--- src/rtl/asram_pkg.sv ---
package asram_pkg;

  typedef enum logic [2:0] {
    ST_IDLE  = 3'd0,
    ST_SETUP = 3'd1,
    ST_RD    = 3'd2,
    ST_WR    = 3'd3,
    ST_HOLD  = 3'd4
  } asram_state_e;

  function automatic int max3(input int a, input int b, input int c);
    int m;
    m = (a > b) ? a : b;
    return (m > c) ? m : c;
  endfunction

endpackage

--- src/rtl/asram_wait_cnt.sv ---
module asram_wait_cnt #(
  parameter int CW = 3
) (
  input  logic          clk,
  input  logic          rst_n,
  input  logic          load,
  input  logic [CW-1:0] load_val,
  output logic          done
);
  logic [CW-1:0] cnt_q, cnt_d;

  always_comb begin
    cnt_d = cnt_q;
    if (load)              cnt_d = load_val;
    else if (cnt_q != '0)  cnt_d = cnt_q - 1'b1;
  end

  always_ff @(posedge clk or negedge rst_n) begin
    if (!rst_n) cnt_q <= '0;
    else        cnt_q <= cnt_d;
  end

  assign done = (cnt_q == '0);
endmodule

--- src/rtl/asram_fsm.sv ---
module asram_fsm
  import asram_pkg::*;
#(
  parameter int CW       = 3,
  parameter int RD_WAIT  = 4,
  parameter int WR_PULSE = 3
) (
  input  logic         clk,
  input  logic         rst_n,
  input  logic         req,
  input  logic         req_wr,
  input  logic         cnt_done,
  output asram_state_e state_q,
  output asram_state_e state_d,
  output logic         accept,
  output logic         ready,
  output logic         cnt_load,
  output logic [CW-1:0] cnt_val
);
  logic is_wr_q, is_wr_d;

  assign ready  = (state_q == ST_IDLE);
  assign accept = ready & req;

  always_comb begin
    state_d  = state_q;
    is_wr_d  = is_wr_q;
    cnt_load = 1'b0;
    cnt_val  = CW'(RD_WAIT - 1);
    unique case (state_q)
      ST_IDLE: begin
        if (req) begin
          state_d = ST_SETUP;
          is_wr_d = req_wr;
        end
      end
      ST_SETUP: begin
        cnt_load = 1'b1;
        if (is_wr_q) begin
          state_d = ST_WR;
          cnt_val = CW'(WR_PULSE - 1);
        end else begin
          state_d = ST_RD;
        end
      end
      ST_RD:   if (cnt_done) state_d = ST_IDLE;
      ST_WR:   if (cnt_done) state_d = ST_HOLD;
      ST_HOLD: state_d = ST_IDLE;
      default: state_d = ST_IDLE;
    endcase
  end

  always_ff @(posedge clk or negedge rst_n) begin
    if (!rst_n) begin
      state_q <= ST_IDLE;
      is_wr_q <= 1'b0;
    end else begin
      state_q <= state_d;
      is_wr_q <= is_wr_d;
    end
  end
endmodule

--- src/rtl/asram_pins.sv ---
module asram_pins
  import asram_pkg::*;
#(
  parameter int AW = 12,
  parameter int DW = 8
) (
  input  logic         clk,
  input  logic         rst_n,
  input  asram_state_e state_q,
  input  asram_state_e state_d,
  input  logic         accept,
  input  logic         cnt_done,
  input  logic [AW-1:0] host_addr,
  input  logic [DW-1:0] host_wdata,
  input  logic [DW-1:0] dq_in,
  output logic [AW-1:0] mem_addr,
  output logic [DW-1:0] dq_out,
  output logic          dq_oe,
  output logic          ce_n,
  output logic          we_n,
  output logic          oe_n,
  output logic [DW-1:0] rd_data,
  output logic          rd_valid
);
  logic ce_n_d, we_n_d, oe_n_d, dq_oe_d, capture;

  // Strobes are registered from the next state so pins never glitch.
  always_comb begin
    ce_n_d  = !((state_d == ST_RD) || (state_d == ST_WR));
    we_n_d  = !(state_d == ST_WR);
    oe_n_d  = !(state_d == ST_RD);
    dq_oe_d = (state_d == ST_WR) || (state_d == ST_HOLD);
    capture = (state_q == ST_RD) && cnt_done;
  end

  always_ff @(posedge clk or negedge rst_n) begin
    if (!rst_n) begin
      ce_n     <= 1'b1;
      we_n     <= 1'b1;
      oe_n     <= 1'b1;
      dq_oe    <= 1'b0;
      rd_valid <= 1'b0;
    end else begin
      ce_n     <= ce_n_d;
      we_n     <= we_n_d;
      oe_n     <= oe_n_d;
      dq_oe    <= dq_oe_d;
      rd_valid <= capture;
    end
  end

  always_ff @(posedge clk or negedge rst_n) begin
    if (!rst_n) begin
      mem_addr <= '0;
      dq_out   <= '0;
    end else if (accept) begin
      mem_addr <= host_addr;
      dq_out   <= host_wdata;
    end
  end

  always_ff @(posedge clk or negedge rst_n) begin
    if (!rst_n)       rd_data <= '0;
    else if (capture) rd_data <= dq_in;
  end
endmodule

--- src/rtl/asram_port_ctrl.sv ---
module asram_port_ctrl
  import asram_pkg::*;
#(
  parameter int ADDR_W    = 12,
  parameter int DATA_W    = 8,
  parameter int T_AA_CYC  = 4,
  parameter int T_ACE_CYC = 4,
  parameter int T_AOE_CYC = 3,
  parameter int T_WP_CYC  = 3
) (
  input  logic              clk,
  input  logic              rst_n,
  input  logic              req,
  input  logic              req_wr,
  input  logic [ADDR_W-1:0] req_addr,
  input  logic [DATA_W-1:0] req_wdata,
  output logic              ready,
  output logic              rd_valid,
  output logic [DATA_W-1:0] rd_data,
  output logic [ADDR_W-1:0] sram_addr,
  output logic              sram_ce_n,
  output logic              sram_we_n,
  output logic              sram_oe_n,
  output logic [DATA_W-1:0] sram_dq_out,
  output logic              sram_dq_oe,
  input  logic [DATA_W-1:0] sram_dq_in
);
  localparam int RD_WAIT = max3(T_AA_CYC, T_ACE_CYC, T_AOE_CYC);
  localparam int MAX_W   = (RD_WAIT > T_WP_CYC) ? RD_WAIT : T_WP_CYC;
  localparam int CW      = $clog2(MAX_W + 1);

  asram_state_e  state_q, state_d;
  logic          accept, cnt_load, cnt_done;
  logic [CW-1:0] cnt_val;

  asram_fsm #(.CW(CW), .RD_WAIT(RD_WAIT), .WR_PULSE(T_WP_CYC)) u_fsm (
    .clk      (clk),
    .rst_n    (rst_n),
    .req      (req),
    .req_wr   (req_wr),
    .cnt_done (cnt_done),
    .state_q  (state_q),
    .state_d  (state_d),
    .accept   (accept),
    .ready    (ready),
    .cnt_load (cnt_load),
    .cnt_val  (cnt_val)
  );

  asram_wait_cnt #(.CW(CW)) u_cnt (
    .clk      (clk),
    .rst_n    (rst_n),
    .load     (cnt_load),
    .load_val (cnt_val),
    .done     (cnt_done)
  );

  asram_pins #(.AW(ADDR_W), .DW(DATA_W)) u_pins (
    .clk        (clk),
    .rst_n      (rst_n),
    .state_q    (state_q),
    .state_d    (state_d),
    .accept     (accept),
    .cnt_done   (cnt_done),
    .host_addr  (req_addr),
    .host_wdata (req_wdata),
    .dq_in      (sram_dq_in),
    .mem_addr   (sram_addr),
    .dq_out     (sram_dq_out),
    .dq_oe      (sram_dq_oe),
    .ce_n       (sram_ce_n),
    .we_n       (sram_we_n),
    .oe_n       (sram_oe_n),
    .rd_data    (rd_data),
    .rd_valid   (rd_valid)
  );
endmodule

--- config.mk ---
export PLATFORM = sky130hd
export DESIGN_NAME = asram_port_ctrl
export DESIGN_NICKNAME = d
export VERILOG_FILES = /design/src/rtl/asram_pkg.sv /design/src/rtl/asram_wait_cnt.sv /design/src/rtl/asram_fsm.sv /design/src/rtl/asram_pins.sv /design/src/rtl/asram_port_ctrl.sv
export SDC_FILE = /design/constraint.sdc
export NUM_CORES = 1
export LEC_CHECK = 0
export ABC_CLOCK_PERIOD_IN_PS = 1600
export CAP_MARGIN = 20
export CORE_UTILIZATION = 38
export DETAILED_ROUTE_END_ITERATION = 8
export PLACE_DENSITY_LB_ADDON = 0.12
export SLEW_MARGIN = 30
export SYNTH_ARGS = -nofsm -noshare
export SYNTH_HDL_FRONTEND = slang
export SYNTH_SLANG_ARGS = --single-unit
export TNS_END_PERCENT = 50
--- constraint.sdc ---
create_clock -name clk -period 1.6 [get_ports clk]
set_input_delay 0.48 -clock clk [delete_from_list [all_inputs] [get_ports clk]]
set_output_delay 0.48 -clock clk [all_outputs]
set_load 0.01 [all_outputs]
==> summary.txt <==
Final layout
  • Diode count: 0
  • Nets: 215
  • Share of cells above drive strength 1: 33.0%
  • Post-route cell area: 2410 um^2
  • Layout Utilization: 60.3%
  • Most common cell after layout, fill and taps aside: dfrtp_1
  • Area delta synth->final: 52.5%
  • Commonest cells after routing, fill and taps aside: 37 x dfrtp_1, 33 x dlygate4sd2_1, 30 x clkdlybuf4s50_1, 29 x mux2_2, 8 x buf_4
  • Filler cells: 323
  • Non-Filler Instances: 232

Power and ir drop
  • Pleak: 1.11 nW
  • Peak VDD IR: 1.17 mV
  • PD cells: 1850 nW/um^2

Outcome
  • Status: complete, no violations

Worst setup path
  • R2r setup slk: 0.06 ns
  • Reg2reg end: u_pins.rd_data[2]$_DFFE_PN0P_
  • Worst setup SP type: flip-flop
  • Crit path kind: flip-flop to output pin
  • Buf/Inv on CP: 1
  • Worst path slowest cell: dfstp_2
  • FF-to-FF path depth: 6
  • Crit Path Max Fanout: 1
  • Delay-heaviest family, CP: flip-flops
  • Worst EP arrival: 1.06 ns
  • Crit end category: output pin
  • Critical path cell sequence: dlygate4sd2_1
  • Worst path max stage delay: 0.52 ns
  • Worst Path Required: 1.12 ns
  • Reg-to-Reg Start: u_cnt.cnt_q[0]$_DFFE_PN0P_

GRT
  • First-pass GRT wire length: 5.05 mm
  • Vias in the first global route: 1129
  • Gr usage total: 15.5%
  • Grt ovf: 0
  • Antenna violations before repair: 0
  • Largest net degree at the start of global routing: 23

CTS
  • Clock slew at reported path FFs: 0.07 ns
  • Worst skew pair latency: 0.28 ns
  • # H-tree levels: 2
  • Postcts setup bufs: 0
  • CTS buffer count: 5
  • Clk buf depth: 2
  • Clk root buf: clkbuf_8
  • Hold Buf Count CTS: 0
  • CTS tree: yes
  • Clk sinks: 40

Die
  • Die H: 66.5 um
  • Die Wd: 66.5 um
  • Starting density of the core: 39.6%
  • I/O pins: 66
  • Core region area: 4000 um^2
  • Die ar.: 4430 um^2
  • Row Count: 23

STA
  • Worst-Margin Slew: 0.256 ns
  • RSZ-0062 raised after global routing: true
  • Slew HR: 82.9%
  • Final slew viol count: 0
  • Period utilization: 96.5%
  • Maximum achievable frequency: 648 MHz
  • Final Hold Fails: 0
  • Setup-failing EPs final: 0
  • Clock Skew: 0.00476 ns
  • Minimum clock period: 1.54 ns
  • Final WS setup: 0.0565 ns

Synthesis
  • Post-Synthesis Cells: 102
  • Synth Warn #: 0
  • Count of cell types in the netlist: 22
  • FF+latch count, synth: 40
  • Synthesized cell area: 1580 um^2
  • Syn Area/Cell: 15.5 um^2
  • Seq/Total Area, Yosys: 63.5%
  • Synth Net Count: 136

Route
  • Post-Route WL: 3.05 mm
  • Violation count after the first detailed-route iteration: 29
  • 1st-pass router iterations: 4
  • Wire per inst: 13.1 um
  • Vias per cell: 4.62
  • Via count: 1072
  • ANT nets after route: 0
  • DRC: 0

Placement
  • Cell area after placement: 2350 um^2
  • RePlAce Congestion: 0.757
  • Port bufs: 65
  • Placed Instances: 224
  • Worst slack, placed: -0.167 ns
  • Post-DP HPWL: 2.33 mm

Flow run
  • Max cap viols: 0

Min path
  • Min-delay worst type: input pin to async pin
## how the worst max path moves through the flow
stage / slack, ns / cells past startpoint / startpoint / end
detailed placement: -0.17 / 4 / req / u_pins.dq_out[0]$_DFFE_PN0P_
floorplan: -0.07 / 5 / u_cnt.cnt_q[0]$_DFFE_PN0P_ / u_pins.rd_data[0]$_DFFE_PN0P_
global route: -0.009 / 2 / u_fsm.state_q[1]$_DFF_PN0_ / ready
finish: 0.06 / 1 / u_pins.ce_n$_DFF_PN1_ / sram_ce_n
global placement: -0.14 / 4 / req / u_pins.mem_addr[6]$_DFFE_PN0P_
CTS: -0.05 / 2 / u_fsm.state_q[1]$_DFF_PN0_ / ready
## registers in the layout, summed over array words and instances, names as in the netlist
name             flops
u_cnt.cnt_q          3
u_pins.rd_data       8
u_pins.mem_addr     12
u_pins.oe_n          1
u_pins.dq_oe         1
u_pins.ce_n          1
u_fsm.state_q        3
u_pins.dq_out        8
u_pins.rd_valid      1
u_fsm.is_wr_q        1
u_pins.we_n          1
## what timing repair did
action	4_1_cts	5_1_grt
endpoints found under the hold margin	0	0
cloned	0	0
setup endpoints to repair	42	9
resized for setup	38	2
## cells in the mapped netlist
master,instances,area [um^2]
inv_1,4,15.0
nor3_1,1,5.00
nor2_1,6,22.5
nor2b_1,1,6.26
xnor2_1,1,8.76
or2b_1,1,7.51
nor3b_1,1,7.51
buf_2,1,5.00
and3b_2,1,10.0
dfrtp_1,37,926
and2_1,1,6.26
clkbuf_8,2,27.5
a31oi_1,1,6.26
or3_1,2,12.5
or2_2,2,12.5
mux2i_1,3,30.0
nand2b_1,1,6.26
dfstp_2,3,78.8
mux2_2,29,327
nand2b_4,1,13.8
nor4b_4,1,23.8
ha_1,2,25.0
## stage by stage
step                      TNS (ns)  power, mW  hold slack (ns)
after floorplan             -0.590       2.89            0.184
after global placement       -3.14       4.04            0.485
after detailed placement     -3.60       4.13            0.472
after CTS                  -0.0521       4.51            0.169
after global routing       -0.0407       4.79            0.179
final                            0       4.46            0.162
## power breakdown
group | total, mW | internal, mW | switching [mW] | leakage, nW
sequential | 1.77 | 1.54 | 0.234 | 0.473
clock | 0.668 | 0.344 | 0.324 | 0.0510
combinational | 2.02 | 1.18 | 0.848 | 0.582
## cells by family (layout without fill, tap and decap cells)
group           Yosys count  after routing  synth area share [%]
flops                    40             40                  63.5
mux                      32             32                  22.5
simple gates             19             19                  8.46
buf+inv                   7             87                  3.00
fa+ha+maj                 2              2                  1.58
compound gates            1              1                 0.396
xor+xnor                  1              1                 0.553
## metal layers
layer | global-route usage [%] | wire, um | up-vias
met5 | 0 | 0 | -
met4 | 5.59 | 33 | 0
met3 | 4.79 | 184 | 4
met2 | 25.5 | 1520 | 40
met1 | 19.0 | 1310 | 522
li1 | - | - | 506
## area by class of cell
| class | count | area, um^2 | share of cell area (%) |
|---|---|---|---|
| clock buffer | 6 | 82.6 | 3.42 |
| clock inverter | 2 | 10.0 | 0.415 |
| inverter | 4 | 15.0 | 0.622 |
| multi-input combinational | 55 | 548 | 22.7 |
| sequential | 40 | 1000 | 41.6 |
| tap | 50 | 62.6 | 2.59 |
| timing repair buffer | 75 | 691 | 28.6 |
No activity file was read; power rests on OpenSTA's default activity.
